===== config.mk =====
export PLATFORM = sky130hd
export DESIGN_NAME = dmac_reduce
export DESIGN_NICKNAME = d
export VERILOG_FILES = /design/src/rtl/dmac_pkg.sv /design/src/rtl/dmac_ctrl.sv /design/src/rtl/dmac_lane_sel.sv /design/src/rtl/dmac_mul_acc.sv /design/src/rtl/dmac_reduce.sv
export SDC_FILE = /design/constraint.sdc
export NUM_CORES = 2
export LEC_CHECK = 0
export ABC_AREA = 1
export BUFFER_PORTS_ARGS = -buffer_cell sky130_fd_sc_hd__buf_2
export CAP_MARGIN = 5
export CORE_MARGIN = 2
export CORE_UTILIZATION = 44
export DETAILED_ROUTE_END_ITERATION = 6
export HOLD_SLACK_MARGIN = 0.08
export PLACE_DENSITY = 0.66
export SLEW_MARGIN = 20
export SYNTH_ARGS = -nofsm -noshare
export SYNTH_HDL_FRONTEND = slang
export SYNTH_SLANG_ARGS = --single-unit

===== constraint.sdc =====
create_clock -name clk -period 28 [get_ports clk]
set_clock_uncertainty 0.15 [all_clocks]
set_input_delay 5.6 -clock clk [delete_from_list [all_inputs] [get_ports clk]]
set_output_delay 5.6 -clock clk [all_outputs]
set_load 0.01 [all_outputs]

===== src/rtl/dmac_pkg.sv =====
package dmac_pkg;

    localparam int VEC_W    = 128;
    localparam int ACC_W    = 64;
    localparam int NARROW_W = 16;
    localparam int WIDE_W   = 32;
    localparam int PRED_W   = VEC_W / 8;

    typedef enum logic {
        ESZ_HALF = 1'b0,
        ESZ_WORD = 1'b1
    } esize_e;

    typedef enum logic {
        ST_IDLE = 1'b0,
        ST_RUN  = 1'b1
    } state_e;

    typedef struct packed {
        esize_e esz;
        logic   sgn;
        logic   xch;
        logic   sub;
    } mode_t;

    // Exchange and odd-subtract only exist in signed operation.
    function automatic mode_t legalize(logic size_sel, logic sgn, logic xch, logic sub);
        mode_t m;
        m.esz = esize_e'(size_sel);
        m.sgn = sgn;
        m.xch = xch & sgn;
        m.sub = sub & sgn;
        return m;
    endfunction

    // Widen an element by one bit so a signed multiply serves both signednesses.
    function automatic logic [WIDE_W:0] widen(logic [WIDE_W-1:0] v, esize_e esz, logic sgn);
        logic [WIDE_W:0] r;
        if (esz == ESZ_WORD)
            r = {sgn & v[WIDE_W-1], v};
        else
            r = {{(WIDE_W-NARROW_W+1){sgn & v[NARROW_W-1]}}, v[NARROW_W-1:0]};
        return r;
    endfunction

endpackage


===== src/rtl/dmac_ctrl.sv =====
module dmac_ctrl
    import dmac_pkg::*;
#(
    parameter int N_HALF = VEC_W / NARROW_W,
    parameter int N_WORD = VEC_W / WIDE_W,
    localparam int LANE_W = $clog2(N_HALF)
) (
    input  logic              clk,
    input  logic              rst,
    input  logic              start,
    input  esize_e            esz,
    output logic              accept,
    output logic              busy,
    output logic              done,
    output logic [LANE_W-1:0] lane
);

    state_e            state;
    logic [LANE_W-1:0] last_idx;
    logic              is_last;

    always_comb begin
        if (esz == ESZ_WORD)
            last_idx = LANE_W'(N_WORD - 1);
        else
            last_idx = LANE_W'(N_HALF - 1);
        is_last = (lane == last_idx);
        busy    = (state == ST_RUN);
        accept  = start && (state == ST_IDLE);
    end

    always_ff @(posedge clk) begin
        if (rst) begin
            state <= ST_IDLE;
            lane  <= '0;
            done  <= 1'b0;
        end else begin
            done <= 1'b0;
            case (state)
                ST_IDLE: begin
                    if (start) begin
                        state <= ST_RUN;
                        lane  <= '0;
                    end
                end
                ST_RUN: begin
                    lane <= lane + 1'b1;
                    if (is_last) begin
                        state <= ST_IDLE;
                        done  <= 1'b1;
                    end
                end
                default: state <= ST_IDLE;
            endcase
        end
    end

    // done is a single-cycle pulse
    p_done_pulse_r2: assert property (@(posedge clk) disable iff (rst)
        done |=> !done);

    // done only follows a running cycle
    p_done_after_run_r2: assert property (@(posedge clk) disable iff (rst)
        done |-> (!busy && $past(busy)));

    // word lanes never index past the fourth lane
    p_lane_bound_r4: assert property (@(posedge clk) disable iff (rst)
        (busy && esz == ESZ_WORD) |-> (lane < LANE_W'(N_WORD)));

endmodule


===== src/rtl/dmac_lane_sel.sv =====
module dmac_lane_sel
    import dmac_pkg::*;
#(
    parameter int N_HALF = VEC_W / NARROW_W,
    parameter int N_WORD = VEC_W / WIDE_W,
    localparam int LANE_W = $clog2(N_HALF),
    localparam int WIDX_W = $clog2(N_WORD),
    localparam int BPOS_W = $clog2(PRED_W)
) (
    input  logic [VEC_W-1:0]  vec_a,
    input  logic [VEC_W-1:0]  vec_b,
    input  logic [PRED_W-1:0] pred,
    input  mode_t             mode,
    input  logic [LANE_W-1:0] lane,
    output logic [WIDE_W:0]   op_a,
    output logic [WIDE_W:0]   op_b,
    output logic              active
);

    logic [NARROW_W-1:0] half_a [N_HALF];
    logic [NARROW_W-1:0] half_b [N_HALF];
    logic [WIDE_W-1:0]   word_a [N_WORD];
    logic [WIDE_W-1:0]   word_b [N_WORD];

    for (genvar g = 0; g < N_HALF; g++) begin : g_half
        assign half_a[g] = vec_a[g*NARROW_W +: NARROW_W];
        assign half_b[g] = vec_b[g*NARROW_W +: NARROW_W];
    end

    for (genvar g = 0; g < N_WORD; g++) begin : g_word
        assign word_a[g] = vec_a[g*WIDE_W +: WIDE_W];
        assign word_b[g] = vec_b[g*WIDE_W +: WIDE_W];
    end

    logic [LANE_W-1:0] idx_a;
    logic [WIDE_W-1:0] raw_a, raw_b;
    logic [BPOS_W-1:0] bpos;

    always_comb begin
        // Partner of lane e under exchange is e+1 for even e and e-1 for odd e.
        idx_a = mode.xch ? (lane ^ LANE_W'(1)) : lane;
        if (mode.esz == ESZ_WORD) begin
            raw_a = word_a[idx_a[WIDX_W-1:0]];
            raw_b = word_b[lane[WIDX_W-1:0]];
            bpos  = BPOS_W'({lane[WIDX_W-1:0], 2'b00});
        end else begin
            raw_a = {{(WIDE_W-NARROW_W){1'b0}}, half_a[idx_a]};
            raw_b = {{(WIDE_W-NARROW_W){1'b0}}, half_b[lane]};
            bpos  = BPOS_W'({lane, 1'b0});
        end
        op_a   = widen(raw_a, mode.esz, mode.sgn);
        op_b   = widen(raw_b, mode.esz, mode.sgn);
        active = pred[bpos];
    end

endmodule


===== src/rtl/dmac_mul_acc.sv =====
module dmac_mul_acc
    import dmac_pkg::*;
(
    input  logic             clk,
    input  logic             rst,
    input  logic             load,
    input  logic [ACC_W-1:0] acc_init,
    input  logic             en,
    input  logic             active,
    input  logic             negate,
    input  logic [WIDE_W:0]  op_a,
    input  logic [WIDE_W:0]  op_b,
    output logic [ACC_W-1:0] acc
);

    localparam int PROD_W = 2 * (WIDE_W + 1);

    logic signed [PROD_W-1:0] prod;
    logic [ACC_W-1:0]         term;

    always_comb begin
        prod = PROD_W'($signed(op_a)) * PROD_W'($signed(op_b));
        term = prod[ACC_W-1:0];
    end

    always_ff @(posedge clk) begin
        if (rst) begin
            acc <= '0;
        end else if (load) begin
            acc <= acc_init;
        end else if (en && active) begin
            // Wraps modulo 2^ACC_W.
            if (negate)
                acc <= acc - term;
            else
                acc <= acc + term;
        end
    end

    // a lane that is predicated off leaves the sum untouched
    p_masked_lane_r8: assert property (@(posedge clk) disable iff (rst)
        (en && !load && !active) |=> (acc == $past(acc)));

endmodule


===== src/rtl/dmac_reduce.sv =====
module dmac_reduce
    import dmac_pkg::*;
#(
    parameter int N_HALF = VEC_W / NARROW_W,
    parameter int N_WORD = VEC_W / WIDE_W,
    localparam int LANE_W = $clog2(N_HALF)
) (
    input  logic              clk,
    input  logic              rst,
    input  logic              start,
    input  logic              size_sel,
    input  logic              is_signed,
    input  logic              exchange,
    input  logic              sub_odd,
    input  logic [VEC_W-1:0]  vec_a,
    input  logic [VEC_W-1:0]  vec_b,
    input  logic [PRED_W-1:0] pred,
    input  logic [ACC_W-1:0]  acc_in,
    output logic              busy,
    output logic              done,
    output logic [ACC_W-1:0]  result
);

    mode_t             mode_q;
    logic [VEC_W-1:0]  a_q, b_q;
    logic [PRED_W-1:0] pred_q;
    logic              accept;
    logic [LANE_W-1:0] lane;
    logic [WIDE_W:0]   op_a, op_b;
    logic              active;
    logic              negate;

    always_ff @(posedge clk) begin
        if (rst) begin
            mode_q <= '0;
            a_q    <= '0;
            b_q    <= '0;
            pred_q <= '0;
        end else if (accept) begin
            mode_q <= legalize(size_sel, is_signed, exchange, sub_odd);
            a_q    <= vec_a;
            b_q    <= vec_b;
            pred_q <= pred;
        end
    end

    dmac_ctrl #(.N_HALF(N_HALF), .N_WORD(N_WORD)) u_ctrl (
        .clk    (clk),
        .rst    (rst),
        .start  (start),
        .esz    (mode_q.esz),
        .accept (accept),
        .busy   (busy),
        .done   (done),
        .lane   (lane)
    );

    dmac_lane_sel #(.N_HALF(N_HALF), .N_WORD(N_WORD)) u_sel (
        .vec_a  (a_q),
        .vec_b  (b_q),
        .pred   (pred_q),
        .mode   (mode_q),
        .lane   (lane),
        .op_a   (op_a),
        .op_b   (op_b),
        .active (active)
    );

    assign negate = mode_q.sub & lane[0];

    dmac_mul_acc u_acc (
        .clk      (clk),
        .rst      (rst),
        .load     (accept),
        .acc_init (acc_in),
        .en       (busy),
        .active   (active),
        .negate   (negate),
        .op_a     (op_a),
        .op_b     (op_b),
        .acc      (result)
    );

    // result holds while idle without a new start
    p_result_hold_r11: assert property (@(posedge clk) disable iff (rst)
        (!busy && !start) |=> $stable(result));

    // the captured configuration is frozen during a run
    p_cfg_frozen_r11: assert property (@(posedge clk) disable iff (rst)
        (busy && $past(busy)) |-> $stable(mode_q));

    // unsigned operation never carries exchange or subtract
    p_unsigned_plain_r9: assert property (@(posedge clk) disable iff (rst)
        !mode_q.sgn |-> (!mode_q.xch && !mode_q.sub));

    // busy and done never overlap
    p_busy_done_r2: assert property (@(posedge clk) disable iff (rst)
        !(busy && done));

endmodule


; ---- After elaboration in Yosys (flattened, before gate mapping)
; Index checks and enable logic that the tools add are counted.
[totals]
ff_bits = 345
input_bits = 343
out_inout_bits = 66
wordCells = 69
[op_classes]
n_addsub = 3
mul = 1
magnitude_cmp = 5
eq_ne = 2
n_mux = 30
bitwise_logic = 13
n_reduce_logical = 4
[ops]
columns = op, count
row1 = $mux W32, 6
row2 = $mux W64, 3
row3 = $bmux W32 S2, 2
row4 = $bmux W16 S3, 2
row5 = $mux W33, 2
row6 = $add A64 B64 Y64, 1
row7 = $mul A33 B33 Y64, 1
row8 = $mux W16, 4
row9 = $sub A64 B64 Y64, 1
row10 = $ge A4 B4 Y1 const B, 2
row11 = $not A3 Y4, 2
row12 = $and A1 B1 Y1, 7
row13 = $ge A3 B3 Y1 const B, 2
row14 = $mux W3, 2
row15 = $not A2 Y3, 2
row16 = $pmux W3 S2, 1
row17 = $lt A4 B5 Y1 const B, 1
row18 = $mux W1, 5
row19 = $bmux W1 S4, 1
row20 = $mux W4, 1
row21 = $add A3 B1 Y3 const B, 1
row22 = $eq A3 B3 Y1, 1
row23 = $logic_and A1 B1 Y1, 2
row24 = $ne A2 B2 Y1 const B, 1
row25 = 4 further kinds, 5

; ---- Depth between registers and ports, before layout
[depth]
ltp_word = 14
depth_mapped = 71
mapped_depth_nobuf = 68

; ---- Modules after synthesis
; A second synthesis with hierarchy kept.
[unflattened]
cells_unflattened = 9147
area_unflattened_um2 = 64150.3
[by_module_without_submodules]
columns = module, n_inst, cells_each, area_per_inst_um2, seq_area_each_um2
row1 = dmac_mul_acc, 1, 6876, 49680.1, 1281.2
row2 = dmac_reduce, 1, 1199, 9559.2, 5525.3
row3 = dmac_lane_sel, 1, 1040, 4687.0, 0.0
row4 = dmac_ctrl, 1, 32, 224.0, 100.1

; ---- Worst setup path after synthesis
; No wires, ideal clock.
[synth_timing]
path_type = reg-to-reg
from = register u_ctrl.lane[0]
to = register u_acc.acc[63]
setup_time_ns = 0.132
arrival_ns = 10.958
required_ns = 27.718
slack_ns = 16.760
stages_incl_launch_ff = 61
n_path_buf = 3
synth_period_minus_slack_ns = 11.240
cell_sequence = dfxtp_1 -> inv_2 -> nand2_2 -> nand2_2 -> buf_6 -> or2_2 -> o21ai_0 -> o21ai_0 -> o21ai_0 -> nand2_1 -> nand2_1 -> clkbuf_1 -> buf_1 -> nor2_1 -> fa_1 -> fa_1 -> fa_1 -> fa_1 -> (+25 left out) -> nand2_1 -> nand2_1 -> o21ai_0 -> ha_1 -> inv_1 -> nor3_1 -> nand2_1 -> nor3_1 -> and3_1 -> nand2_1 -> nand2_1 -> nand3_1 -> nand2_1 -> inv_1 -> nand2_1 -> nand3_1 -> nand2_1 -> a21oi_1
[synth_via]
elab_chain_cells = 14
word_cells_on_any_way = 38
classes_between = 2 x add/sub / 1 x mul / 23 x mux / 10 x bitwise / 2 x reduce/logical
[synth_rtl]
columns = item, line
row1 = from (decl), dmac_ctrl.sv:15  ; output logic [LANE_W-1:0] lane
row2 = from (signal assigned), dmac_ctrl.sv:47  ; lane <= lane + 1'b1;
row3 = $not A1 Y1 (no source line), n/a
row4 = $mux W1, dmac_lane_sel.sv:41  ; idx_a = mode.xch ? (lane ^ LANE_W'(1)) : lane;
row5 = $not A3 Y4 (not written as such) / $not A2 Y3 (equally long branches), "dmac_lane_sel.sv:47, dmac_lane_sel.sv:43"
row6 = $bmux W16 S3 / $bmux W32 S2 (equally long branches), "dmac_lane_sel.sv:47, dmac_lane_sel.sv:43"
row7 = $mux W16 (not written as such) / $mux W32 (equally long branches) (2 in a row), "dmac_lane_sel.sv:47, dmac_lane_sel.sv:43"
row8 = $mux W32, dmac_lane_sel.sv:42  ; if (mode.esz == ESZ_WORD) begin
row9 = "$and A1 B1 Y1, on equally long branches", "dmac_pkg.sv:42, dmac_pkg.sv:40"
row10 = $mux W33, dmac_pkg.sv:39  ; if (esz == ESZ_WORD)
row11 = $mul A33 B33 Y64, dmac_mul_acc.sv:22  ; prod = PROD_W'($signed(op_a)) * PROD_W'($signed(op_b));
row12 = $add A64 B64 Y64 / $sub A64 B64 Y64 (equally long branches), "dmac_mul_acc.sv:36, dmac_mul_acc.sv:34"
row13 = $mux W64, dmac_mul_acc.sv:33  ; if (negate)
row14 = $mux W64, dmac_mul_acc.sv:31  ; end else if (en && active) begin
row15 = $mux W64, dmac_mul_acc.sv:29  ; end else if (load) begin
row16 = to (signal assigned), dmac_mul_acc.sv:30  ; acc <= acc_init;
row17 = to (signal assigned), dmac_mul_acc.sv:34  ; acc <= acc - term;
row18 = to (signal assigned), dmac_mul_acc.sv:36  ; acc <= acc + term;
row19 = to (decl), dmac_mul_acc.sv:13  ; output logic [ACC_W-1:0] acc
; Parallel ways exist; a longest one is shown, timed or not. The select of a mux whose other input is x is not followed.
; A chain may end at the register's enable or synchronous reset.

; ---- Worst setup path after layout
[layout_timing]
from = register u_ctrl.lane[0]
to = register u_acc.acc[57]
; The elaborated chain is that of the path after synthesis.

==> impl_metrics.yaml <==
run_status:
  run_status: "finished clean"
synthesis:
  netlist-cell-type-count: 63
  synth-xor-area-share_pct: 2.19
  synth_fp_nets: 9905
  synth-compound-area-share_pct: 9.86
  synth_edf_count: 0
  ys_async_sr_fraction_pct: 0
  synth_sequential_area_ratio_pct: 11.2
  adder_cell_fraction_of_synth_area_pct: 43.1
  synthMuxAreaShare_pct: 0
  main_combinational_cell_family_by_area_after_synthesis: "adder cells"
  synthesis.area_per_instance_um2: 7.39
  yosys_most_used_dff: "sky130_fd_sc_hd__dfxtp_1"
  post_synth_and_or_nand_nor_area_fraction_pct: 21.2
  syn_area_um2: 60300
  synth_seq_cells: 337
  synth_cells: 8159
  yosysWarningCount: 0
timing:
  slew_violations: 0
  finalHoldViolCount: 0
  final_period_minus_worst_setup_slack_ns: 16.46
  rsz_0062_raised_after_global_routing: "false"
  slew_headroom_pct: 18.4
  finalCritPeriodShare_pct: 58.8
  finalSetupViolations: 0
  worst_slew_pin_slew_ns: 1.22
  max_freq_mhz: 60.7
  summed_negative_setup_slack_over_all_endpoints_ns: 0
setup_path:
  crit_arrival_ns: 16.82
  worstSetupStartpointType: "flop"
  crit_start: "u_ctrl.lane[0]$_SDFFE_PP0P_"
  critical-path-slowest-cell: "sky130_fd_sc_hd__inv_1"
  number_of_buffers_and_inverters_on_the_critical_path: 10
  critical-path-top-cell-by-count: "sky130_fd_sc_hd__nand2_1"
  r2r.worst_path.cells: 57
  cp_num_cells: 57
  timing.critical_path.slowest_cell_delay_ns: 0.88
  critPathRequiredTime_ns: 28.36
  timing.reg2reg.setup_slack_ns: 11.54
  timing.critical_path.max_delay_family: "simple AND/OR/NAND/NOR gates"
  critical_path.reg2reg.endpoint: "u_acc.acc[57]$_SDFFE_PP0P_"
  worstSetupPathType: "reg -> reg"
  crit_path_end_kind: "flop"
  crit_fanout: 76
  worst_setup_path_endpoint: "u_acc.acc[57]$_SDFFE_PP0P_"
  r2r-start: "u_ctrl.lane[0]$_SDFFE_PP0P_"
die:
  fp.coreArea_um2: 136000
  initial_utilization_pct: 44.4
  floorplan.io_pins: 409
  placementRows: 135
  design.die.area_um2: 140000
  die_w_um: 374
  floorplan.die.height_um: 374
routing:
  routed_via_density: 5.52
  antenna_violating_nets_post_route: 0
  routedWlPerCell_um: 22.9
  drt_pass1_iterations: 7
  detailroute.via_count: 56000
  wl_um: 232000
  route.detailed.drc: 0
  detailedRoute.firstIterationViolations: 5630
clocking:
  cts-root-to-sink-buffers: 3
  cts_tree: "yes"
  cts_inserted_buffers: 38
  htreeDepth: 2
  numClockSinks: 337
  path_clk_slew_ns: 0.06
  cts_repair_resize_count: 0
  clk-insertion-delay-late_ns: 0.61
  post-cts-setup-buffers: 0
  clock_tree.root_cell: "sky130_fd_sc_hd__clkbuf_16"
  cts_hold_repair.buffers: 0
layout:
  n_fill_cell: 13700
  multi_input_comb_area_um2: 46100
  area_growth_syn_to_layout_pct: 8.24
  fraction_of_layout_instances_using_a_drive_strength_above_1_pct: 8.36
  nets: 10100
  seq_area_um2: 6750
global_routing:
  global_route_wire_length_before_repair_um: 347000
  grt_start_max_net_pins: 167
  global_route.overflow_total: 0
  number_of_antenna_violations_at_the_first_check_in_global_routing: 9
  first_global_vias: 56500
  global_route.usage.total_pct: 33.0
placed_design:
  hpwl_um: 182000
  numPortBuffers: 400
  gp_routability_congestion: 1.02
job:
  maxCapViolCount: 0
hold_path:
  hp-class: "reg -> reg"
layout by cell type (no fill, tap or decap), drive strengths merged, types with 5 or more instances in the layout:
| master | netlist | final |
|---|---|---|
| fa | 1126 | 1126 |
| a211oi | 6 | 6 |
| inv | 1587 | 1590 |
| diode | 0 | 6 |
| clkinv | 14 | 22 |
| o311ai | 24 | 24 |
| clkbuf | 322 | 50 |
| xor2 | 91 | 91 |
| a21boi | 9 | 9 |
| nand3b | 8 | 8 |
| xnor2 | 60 | 60 |
| o22ai | 15 | 15 |
| or2 | 63 | 63 |
| o21ai | 605 | 605 |
| nand3 | 146 | 146 |
| a21oi | 256 | 256 |
| o21a | 12 | 12 |
| nand4 | 32 | 32 |
| a21o | 11 | 11 |
| nor2 | 1615 | 1615 |
| ha | 277 | 277 |
| nor3 | 52 | 52 |
| nor4 | 17 | 17 |
| o21bai | 16 | 16 |
| o31ai | 16 | 16 |
| a31oi | 45 | 45 |
| buf | 56 | 503 |
| and3 | 5 | 5 |
| nand2 | 1267 | 1267 |
| o211ai | 42 | 42 |
| dfxtp | 337 | 337 |
per-layer routing:
layer  wire [µm]  share of wire [%]  track usage [%]  vias to the layer above
met1       88300                 38             41.8                    27400
met3       24200                 10             7.64                      670
met4       17200                7.4             20.0                        6
met5          34              0.015                0                        -
met2      103000                 44             51.3                     2925
li1            -                  -                -                    24900
registers in the layout (all words and copies together) (netlist names):
register     cells
b_q            128
u_acc.acc       64
pred_q           8
u_ctrl.busy      1
a_q            128
u_ctrl.done      1
mode_q           4
u_ctrl.lane      3
per-stage QoR:
| stage | utilization, % | setup WS (ns) | hold slack, ns | area, µm² | std cells |
|---|---|---|---|---|---|
| 2_1_floorplan | - | 16.76 | 0.278 | 60300 | 8159 |
| 3_3_place_gp | 47.1 | 12.04 | 0.299 | 63900 | 10100 |
| 3_5_place_dp | 47.1 | 12.06 | 0.298 | 63900 | 10100 |
| 4_1_cts | 48.0 | 11.94 | 0.308 | 65200 | 10100 |
| 5_1_grt | 48.0 | 10.76 | 0.340 | 65200 | 10100 |
| 6_report | 48.1 | 11.54 | 0.306 | 65300 | 10100 |
final cells by class:
| class | instances | area share, % |
|---|---|---|
| clock inverters | 18 | 0.374 |
| well taps | 1781 | 3.41 |
| multi-input cells | 5843 | 70.7 |
| repair buffers | 503 | 4.28 |
| clock buffers | 50 | 1.62 |
| diodes | 6 | 0.0230 |
| inverters | 1601 | 9.23 |
| flip-flops and latches | 337 | 10.3 |
tightest hold or removal path: stages (launching register included):
cell	delay (ns)
sky130_fd_sc_hd__dfxtp_1	0.30
sky130_fd_sc_hd__inv_1	0.06
sky130_fd_sc_hd__a21oi_1	0.06
kinds of logic after synthesis:
family	after synthesis
compound gates	1078
xor+xnor	151
fa+ha+maj	1403
buf+inv	1979
flops	337
simple gates	3211
cell usage after synthesis, types with 4 or more instances:
| library cell | count | area, µm² |
|---|---|---|
| sky130_fd_sc_hd__nor2_1 | 1608 | 6040 |
| sky130_fd_sc_hd__inv_1 | 1580 | 5930 |
| sky130_fd_sc_hd__nand2_1 | 1257 | 4720 |
| sky130_fd_sc_hd__fa_1 | 1126 | 22500 |
| sky130_fd_sc_hd__o21ai_0 | 589 | 2950 |
| sky130_fd_sc_hd__dfxtp_1 | 337 | 6750 |
| sky130_fd_sc_hd__clkbuf_1 | 322 | 1210 |
| sky130_fd_sc_hd__ha_1 | 277 | 3470 |
| sky130_fd_sc_hd__a21oi_1 | 256 | 1280 |
| sky130_fd_sc_hd__nand3_1 | 142 | 711 |
| sky130_fd_sc_hd__xor2_1 | 91 | 797 |
| sky130_fd_sc_hd__or2_2 | 63 | 394 |
| sky130_fd_sc_hd__xnor2_1 | 60 | 526 |
| sky130_fd_sc_hd__nor3_1 | 49 | 245 |
| sky130_fd_sc_hd__a31oi_1 | 45 | 282 |
| sky130_fd_sc_hd__o211ai_1 | 42 | 315 |
| sky130_fd_sc_hd__nand4_1 | 30 | 188 |
| sky130_fd_sc_hd__buf_2 | 29 | 145 |
| sky130_fd_sc_hd__o311ai_0 | 24 | 210 |
| sky130_fd_sc_hd__buf_1 | 23 | 86.3 |
| sky130_fd_sc_hd__nor4_1 | 16 | 100 |
| sky130_fd_sc_hd__o21bai_1 | 16 | 120 |
| sky130_fd_sc_hd__o22ai_1 | 15 | 93.8 |
| sky130_fd_sc_hd__o31ai_1 | 15 | 113 |
| sky130_fd_sc_hd__clkinv_1 | 14 | 52.6 |
| sky130_fd_sc_hd__o21a_1 | 12 | 90.1 |
| sky130_fd_sc_hd__a21o_1 | 11 | 82.6 |
| sky130_fd_sc_hd__o21ai_1 | 11 | 55.1 |
| sky130_fd_sc_hd__nand2_2 | 10 | 62.6 |
| sky130_fd_sc_hd__a21boi_0 | 7 | 52.6 |
| sky130_fd_sc_hd__inv_2 | 7 | 26.3 |
| sky130_fd_sc_hd__nand3b_1 | 7 | 52.6 |
| sky130_fd_sc_hd__a211oi_1 | 6 | 45.0 |
| sky130_fd_sc_hd__and3_1 | 5 | 31.3 |
| sky130_fd_sc_hd__nor2_2 | 5 | 31.3 |
| sky130_fd_sc_hd__o21ai_2 | 5 | 43.8 |
| sky130_fd_sc_hd__a221oi_1 | 4 | 35.0 |
| sky130_fd_sc_hd__o221ai_1 | 4 | 35.0 |
how the worst min path moves through the flow:
stage | startpoint | endpoint | slack, ns | cells after the start
floorplan | mode_q[0]$_SDFFE_PP0P_ | mode_q[0]$_SDFFE_PP0P_ | 0.28 | 2
global placement | b_q[48]$_SDFFE_PP0P_ | b_q[48]$_SDFFE_PP0P_ | 0.30 | 2
detailed placement | b_q[48]$_SDFFE_PP0P_ | b_q[48]$_SDFFE_PP0P_ | 0.30 | 2
CTS | b_q[48]$_SDFFE_PP0P_ | b_q[48]$_SDFFE_PP0P_ | 0.31 | 2
global route | a_q[64]$_SDFFE_PP0P_ | a_q[64]$_SDFFE_PP0P_ | 0.34 | 2
finish | b_q[48]$_SDFFE_PP0P_ | b_q[48]$_SDFFE_PP0P_ | 0.31 | 2
Power is not shown: default switching activity piles up to over one toggle a cycle in this logic, so the estimate is an artifact.
